--- config.mk ---
export PLATFORM = sky130hd
export DESIGN_NAME = trace_capture_buf
export DESIGN_NICKNAME = d
export VERILOG_FILES = /design/src/rtl/tcb_pkg.sv /design/src/rtl/tcb_mem.sv /design/src/rtl/tcb_trig.sv /design/src/rtl/tcb_ptrs.sv /design/src/rtl/trace_capture_buf.sv
export SDC_FILE = /design/constraint.sdc
export NUM_CORES = 2
export LEC_CHECK = 0
export BUFFER_PORTS_ARGS = -buffer_cell sky130_fd_sc_hd__buf_2
export CORE_MARGIN = 3
export CORE_UTILIZATION = 40
export DETAILED_ROUTE_END_ITERATION = 16
export MAX_ROUTING_LAYER = met4
export PLACE_DENSITY_LB_ADDON = 0.15
export SYNTH_ARGS = -nofsm -noshare
export SYNTH_HDL_FRONTEND = slang
export SYNTH_SLANG_ARGS = --single-unit
--- constraint.sdc ---
create_clock -name clk_i -period 6.57 [get_ports clk_i]
set_input_delay 0.3285 -clock clk_i [delete_from_list [all_inputs] [get_ports clk_i]]
set_output_delay 0.3285 -clock clk_i [all_outputs]
set_load 0.03 [all_outputs]
--- src/rtl/tcb_pkg.sv ---
package tcb_pkg;
  typedef enum logic [2:0] {
    REG_CTRL  = 3'd0,
    REG_MODE  = 3'd1,
    REG_TRIG  = 3'd2,
    REG_RDATA = 3'd3,
    REG_RPTR  = 3'd4,
    REG_WPTR  = 3'd5,
    REG_STAT  = 3'd6
  } reg_addr_e;

  typedef enum logic [1:0] {
    ST_IDLE  = 2'd0,
    ST_CAPT  = 2'd1,
    ST_FLUSH = 2'd2
  } cap_state_e;

  typedef enum logic {
    MODE_CIRC = 1'b0,
    MODE_FIFO = 1'b1
  } cap_mode_e;
endpackage

--- src/rtl/tcb_mem.sv ---
module tcb_mem #(
  parameter int unsigned DW    = 32,
  parameter int unsigned DEPTH = 64,
  localparam int unsigned AW   = $clog2(DEPTH)
) (
  input  logic          clk_i,
  input  logic          we_i,
  input  logic [AW-1:0] waddr_i,
  input  logic [DW-1:0] wdata_i,
  input  logic [AW-1:0] raddr_i,
  output logic [DW-1:0] rdata_o
);
  logic [DW-1:0] mem_q [DEPTH];

  always_ff @(posedge clk_i) begin
    if (we_i) mem_q[waddr_i] <= wdata_i;
  end

  assign rdata_o = mem_q[raddr_i];
endmodule

--- src/rtl/tcb_trig.sv ---
module tcb_trig #(
  parameter int unsigned CW = 16
) (
  input  logic          clk_i,
  input  logic          rst_ni,
  input  logic          clear_i,
  input  logic          arm_i,
  input  logic          trig_i,
  input  logic          take_i,
  input  logic [CW-1:0] cnt_i,
  output logic          fired_o,
  output logic          halt_o
);
  logic          fired_q;
  logic [CW-1:0] rem_q;
  logic          fire_now;
  logic [CW-1:0] rem_eff;

  assign fire_now = fired_q | (arm_i & trig_i);
  assign rem_eff  = fired_q ? rem_q : cnt_i;
  // stop once the post-trigger budget is spent
  assign halt_o   = arm_i & fire_now & (rem_eff == '0);
  assign fired_o  = fired_q;

  always_ff @(posedge clk_i or negedge rst_ni) begin
    if (!rst_ni) begin
      fired_q <= 1'b0;
      rem_q   <= '0;
    end else if (clear_i) begin
      fired_q <= 1'b0;
      rem_q   <= '0;
    end else if (arm_i && fire_now) begin
      fired_q <= 1'b1;
      rem_q   <= take_i ? rem_eff - 1'b1 : rem_eff;
    end
  end
endmodule

--- src/rtl/tcb_ptrs.sv ---
module tcb_ptrs #(
  parameter int unsigned DEPTH = 64,
  localparam int unsigned AW   = $clog2(DEPTH)
) (
  input  logic          clk_i,
  input  logic          rst_ni,
  input  logic          clear_i,
  input  logic          circ_i,
  input  logic          push_i,
  input  logic          pop_i,
  input  logic          rp_load_i,
  input  logic [AW-1:0] rp_val_i,
  output logic [AW-1:0] wp_o,
  output logic [AW-1:0] rp_o,
  output logic          full_o,
  output logic [AW:0]   avail_o
);
  localparam logic [AW:0] DEPTH_L = (AW+1)'(DEPTH);

  logic [AW-1:0] wp_q, rp_q;
  logic [AW:0]   lvl_q;
  logic          full_q, pend_q;
  logic          wrap_now;
  logic [AW-1:0] wp_nxt;

  assign wp_nxt   = wp_q + 1'b1;
  assign wrap_now = push_i & circ_i & (&wp_q);

  always_ff @(posedge clk_i or negedge rst_ni) begin
    if (!rst_ni) begin
      wp_q   <= '0;
      rp_q   <= '0;
      lvl_q  <= '0;
      full_q <= 1'b0;
      pend_q <= 1'b0;
    end else if (clear_i) begin
      wp_q   <= '0;
      rp_q   <= '0;
      lvl_q  <= '0;
      full_q <= 1'b0;
      pend_q <= 1'b0;
    end else begin
      if (push_i) wp_q <= wp_nxt;
      if (wrap_now) full_q <= 1'b1;

      if (wrap_now) pend_q <= 1'b1;
      else if (pop_i || rp_load_i) pend_q <= 1'b0;

      // circular overwrite drags the oldest-word pointer along
      if (rp_load_i) rp_q <= rp_val_i;
      else if (push_i && circ_i && (full_q || wrap_now)) rp_q <= wp_nxt;
      else if (pop_i) rp_q <= rp_q + 1'b1;

      if (!circ_i) begin
        case ({push_i, pop_i})
          2'b10:   lvl_q <= lvl_q + 1'b1;
          2'b01:   lvl_q <= lvl_q - 1'b1;
          default: lvl_q <= lvl_q;
        endcase
      end
    end
  end

  assign wp_o    = wp_q;
  assign rp_o    = rp_q;
  assign full_o  = full_q;
  assign avail_o = !circ_i ? lvl_q : (pend_q ? DEPTH_L : {1'b0, wp_q - rp_q});
endmodule

--- src/rtl/trace_capture_buf.sv ---
module trace_capture_buf
  import tcb_pkg::*;
#(
  parameter int unsigned DEPTH    = 64,
  parameter int unsigned MEM_BITS = 32,
  parameter int unsigned TRIG_W   = 16
) (
  input  logic        clk_i,
  input  logic        rst_ni,
  input  logic [2:0]  addr_i,
  input  logic [31:0] wdata_i,
  input  logic        we_i,
  input  logic        re_i,
  output logic [31:0] rdata_o,
  input  logic        trace_valid_i,
  input  logic [31:0] trace_data_i,
  output logic        trace_ready_o,
  input  logic        trig_i,
  output logic        out_valid_o,
  output logic [31:0] out_data_o,
  input  logic        out_ready_i
);
  localparam int unsigned AW  = $clog2(DEPTH);
  localparam int unsigned BW  = AW + 2;
  localparam int unsigned ALB = (MEM_BITS > 128) ? 5 : 4;
  localparam int unsigned ALW = ALB - 2;
  localparam logic [AW:0] DEPTH_L = (AW+1)'(DEPTH);

  cap_state_e        state_q, state_d;
  cap_mode_e         mode_q;
  logic [TRIG_W-1:0] trig_cnt_q;

  logic          ready, capt, circ;
  logic          start, stop_req, halt, fired;
  logic          push, pop, pop_fifo, pop_reg, rd_ok, rp_load;
  logic [AW-1:0] wp, rp, rp_val;
  logic [AW:0]   avail;
  logic          full;
  logic [31:0]   mem_rd;
  logic          cfg_wr;

  assign ready  = (state_q == ST_IDLE);
  assign capt   = (state_q == ST_CAPT);
  assign circ   = (mode_q == MODE_CIRC);
  assign cfg_wr = we_i & ready;

  assign start    = we_i && (addr_i == REG_CTRL) &&  wdata_i[0] && ready;
  assign stop_req = we_i && (addr_i == REG_CTRL) && !wdata_i[0] && capt;

  assign trace_ready_o = capt && (circ ? !halt : (avail < DEPTH_L));
  assign push          = trace_valid_i && trace_ready_o;

  assign out_valid_o = !circ && (avail != '0);
  assign out_data_o  = mem_rd;
  assign pop_fifo    = out_valid_o && out_ready_i;

  assign rd_ok   = ready && circ && (avail != '0);
  assign pop_reg = re_i && (addr_i == REG_RDATA) && rd_ok;
  assign pop     = pop_fifo | pop_reg;

  assign rp_load = cfg_wr && circ && (addr_i == REG_RPTR);
  // frame alignment: low byte-address bits dropped
  assign rp_val  = {wdata_i[BW-1:ALB], {ALW{1'b0}}};

  always_comb begin
    state_d = state_q;
    unique case (state_q)
      ST_IDLE:  if (start) state_d = ST_CAPT;
      ST_CAPT: begin
        if (circ && halt)  state_d = ST_IDLE;
        else if (stop_req) state_d = circ ? ST_IDLE : ST_FLUSH;
      end
      ST_FLUSH: if (avail == '0) state_d = ST_IDLE;
      default:  state_d = ST_IDLE;
    endcase
  end

  always_ff @(posedge clk_i or negedge rst_ni) begin
    if (!rst_ni) begin
      state_q    <= ST_IDLE;
      mode_q     <= MODE_CIRC;
      trig_cnt_q <= '0;
    end else begin
      state_q <= state_d;
      if (cfg_wr && addr_i == REG_MODE) mode_q <= cap_mode_e'(wdata_i[0]);
      if (cfg_wr && addr_i == REG_TRIG) trig_cnt_q <= wdata_i[TRIG_W-1:0];
    end
  end

  tcb_mem #(.DW(32), .DEPTH(DEPTH)) i_mem (
    .clk_i   (clk_i),
    .we_i    (push),
    .waddr_i (wp),
    .wdata_i (trace_data_i),
    .raddr_i (rp),
    .rdata_o (mem_rd)
  );

  tcb_ptrs #(.DEPTH(DEPTH)) i_ptrs (
    .clk_i     (clk_i),
    .rst_ni    (rst_ni),
    .clear_i   (start),
    .circ_i    (circ),
    .push_i    (push),
    .pop_i     (pop),
    .rp_load_i (rp_load),
    .rp_val_i  (rp_val),
    .wp_o      (wp),
    .rp_o      (rp),
    .full_o    (full),
    .avail_o   (avail)
  );

  tcb_trig #(.CW(TRIG_W)) i_trig (
    .clk_i   (clk_i),
    .rst_ni  (rst_ni),
    .clear_i (start),
    .arm_i   (capt & circ),
    .trig_i  (trig_i),
    .take_i  (push),
    .cnt_i   (trig_cnt_q),
    .fired_o (fired),
    .halt_o  (halt)
  );

  always_comb begin
    unique case (addr_i)
      REG_CTRL:  rdata_o = {31'b0, capt};
      REG_MODE:  rdata_o = {31'b0, mode_q};
      REG_TRIG:  rdata_o = {{(32-TRIG_W){1'b0}}, trig_cnt_q};
      REG_RDATA: rdata_o = rd_ok ? mem_rd : '1;
      REG_RPTR:  rdata_o = {{(32-BW){1'b0}}, rp, 2'b00};
      REG_WPTR:  rdata_o = {{(32-BW){1'b0}}, wp, 2'b00};
      REG_STAT:  rdata_o = {29'b0, fired, full, ready};
      default:   rdata_o = '0;
    endcase
  end
endmodule

==> key figures <==
Timing
  • Least-Margin Pin Slew: 1248 ps
  • Slew headroom: 16.49%
  • Final hold vios: 0
  • Min Tclk post-route: 5513 ps
  • Unrepaired setup endpoints after global routing: no
  • Part of the cycle the worst path needs: 83.91%
  • Final setup fails: 0
  • Fmax: 181.4 MHz
  • Total negative slack: 0 ps
  • Layout Skew: 32.13 ps
  • Hold Slack: 133.4 ps
  • Setup WS post-layout: 1057 ps
  • Final Max Tran Viols: 0

Min path
  • Hold/Removal Path Class: in2reg

Global routing
  • First-pass GRT wire length: 310,500 um
  • GRT Residual Overflow: 0
  • Largest net degree at the start of global routing: 115
  • Vias in the first global route: 40,580
  • All-Layer GR Usage: 21.48%
  • Initial antenna violation count: 10

Logic synthesis
  • Ys async rst share: 2.708%
  • Sequential area share after synthesis: 76.93%
  • Mapped cell area: 81,790 sq um
  • Cells after Synth: 3,728
  • Synth warn: 0
  • Number of synthesized register bits: 2,105
  • Count of different cell masters after synthesis: 67
  • Synth Area per Inst: 21.94 sq um
  • Post-Syn Nets: 3,818
  • Number of synthesized flops with an enable pin: 2,048
  • Synth Flop Type: edfxtp_1

Die
  • Total Die Area: 209,900 sq um
  • Std cell rows: 165
  • Starting Density: 40.34%
  • Die Width: 458.2 um
  • Core ar.: 202,700 sq um
  • I/O pin count: 140
  • Die H: 458.2 um

Clock tree
  • Reg clk slew, reported paths: 70 ps
  • CTS tree: built
  • Max clock buf depth: 3
  • H-tree Lvls: 4
  • Postcts setup bufs: 0
  • Worst-Skew Late Latency: 850 ps
  • TritonCTS Sinks: 2,105
  • Clock root cell: clkbuf_16
  • CTS Buf Count: 212

Place
  • I/O Buffers: 123
  • RePlAce Congestion: 0.8223
  • DPL Wire Length: 118,500 um
  • Placed Instance Area: 86,550 sq um
  • Pre-CTS setup slack: 1200 ps

Layout
  • Layout cells sized above 1: 29.71%
  • Final Util: 46.19%
  • Area grow syn2layout: 14.48%
  • Nets: 4,115
  • Multi-input logic area: 18,140 sq um
  • Register Area: 62,930 sq um
  • Post-Layout Inst Area: 93,630 sq um
  • Fill cell count: 16,850

Run
  • Max Cap Viol: 0

Drt
  • Routed WL: 219,300 um
  • # DRC: 0
  • WL/cell: 31.89 um
  • Vias per cell: 5.765
  • Initial drt markers: 4,614
  • Pre-Repair DR Iteration Count: 5
  • ANT nets after route: 0
  • Vias: 39,660

Worst setup path
  • Setup crit end kind: primary output
  • Startpoint Class: flop
  • Arr. time, crit path: 5180 ps
  • CP max FO: 91
  • WP data required: 6240 ps
  • Crit Path Category: reg2out

Power and ir drop
  • Worst VDD drop: 237.2 uV
  • PwrDens: 293.1 nW/um^2
  • Leak pwr: 28.71 nW

Status
  • Status: finished clean
==> placed cells by master, fill, tap and decap left out, types with 17 or more instances in the layout <==
cell / n
a21oi_1: 25
a221oi_1: 70
a22o_1: 66
a22oi_1: 145
a22oi_2: 17
buf_2: 123
buf_4: 154
bufinv_16: 22
clkbuf_1: 45
clkbuf_16: 214
clkinv_1: 47
clkinv_2: 40
dfrtp_1: 55
dlygate4sd3_1: 21
edfxtp_1: 2048
mux2_2: 20
mux2i_1: 28
mux4_2: 512
nand2_1: 105
nor2_1: 89
nor2_4: 42
nor4_2: 24
o21ai_0: 31
o221ai_2: 22
xnor2_1: 19
==> power by group <==
group	leakage [nW]	internal, W	switching (W)
Combinational	6.19	0.000173	0.000533
Clock	3.35	0.00685	0.00515
Sequential	19.2	0.0147	0.00000736
==> cells in the mapped netlist (all sizes together) (20+ instances only) <==
master  instances  area, sq um
a21oi          26        133.9
a221oi         71        628.1
a22o           66        578.1
a22oi         162         1301
buf           113        738.2
clkbuf        118        442.9
dfrtp          57         1426
edfxtp       2048        61500
mux2           20        225.2
mux2i          29        294.0
mux4          512        11530
nand2         106        397.9
nor2          131        491.7
nor4           27        168.9
o21ai          41        205.2
o221ai         32        417.9
==> timing repair <==
item | CTS | global route
gates resized for setup | 0 | 0
hold buffers | 21 | 0
endpoints found under the hold margin | 86 | 0
==> path summary, 6_finish.rpt <==
path	start	to	slack, ps	cells past startpoint
hold / removal	trace_data_i[11]	i_mem.mem_q[14][11]	130	2
min in group asynchronous	rst_ni	trig_cnt_q[11]	180	3
hold reg to reg	i_ptrs.pend_q	i_ptrs.pend_q	480	1
setup reg to reg	i_trig.fired_o	i_mem.mem_q[48][21]	1130	10
setup / recovery	i_ptrs.rp_o[2]	rdata_o[2]	1060	10
max in group asynchronous	rst_ni	i_ptrs.rp_o[0]	5750	3
==> critical path, stage by stage (launching register included) <==
cell and delay (ps):
dfrtp_4 810, buf_12 440, buf_4 580, mux4_2 390, a22oi_1 240, nand2_1 240, a22oi_1 510, o221ai_1 420
nor2_1 180, o21ai_1 70, buf_2 190
==> layer usage <==
metal	track usage (%)	vias to the layer above	routed length, um
met5	-	-	0
met4	5.770	0	5442
met3	3.253	259	13660
met2	32.54	1243	103600
met1	30.65	21640	96620
li1	-	16520	-
==> registers in the layout, summed over array words and instances, names as in the netlist <==
register        flops
i_mem.mem_q      2048
i_trig.rem_q       16
trig_cnt_q         16
i_ptrs.lvl_q        7
i_ptrs.rp_o         6
i_ptrs.wp_o         6
state_q             2
i_ptrs.full_o       1
i_ptrs.pend_q       1
i_trig.fired_o      1
mode_q              1
==> kinds of logic after synthesis <==
family,after synthesis,share of synthesized area [%]
flip-flops,2105,76.93
multiplexers,561,14.73
AO/OA/AOI/OAI,431,4.303
AND/OR/NAND/NOR,339,1.908
buffers and inverters,242,1.495
XOR/XNOR,34,0.3641
adder cells (fa/ha/maj),16,0.2631
==> cell type report <==
| cell class | instances | area share, % |
|---|---|---|
| Sequential cell | 2105 | 67.21 |
| Multi-Input combinational cell | 1381 | 19.37 |
| Clock buffer | 259 | 5.900 |
| Tap cell | 2672 | 3.570 |
| Timing Repair Buffer | 314 | 2.459 |
| Clock inverter | 131 | 1.428 |
| Inverter | 11 | 0.04410 |
| Antenna cell | 6 | 0.01604 |
==> through the flow <==
stage          std cells  power (W)
2_1_floorplan       3728    0.01527
3_3_place_gp        6462    0.01571
3_5_place_dp        6462    0.01572
4_1_cts             6873    0.02771
5_1_grt             6874    0.02828
6_report            6879    0.02744
Note: power is estimated with default switching activity, not from simulation.
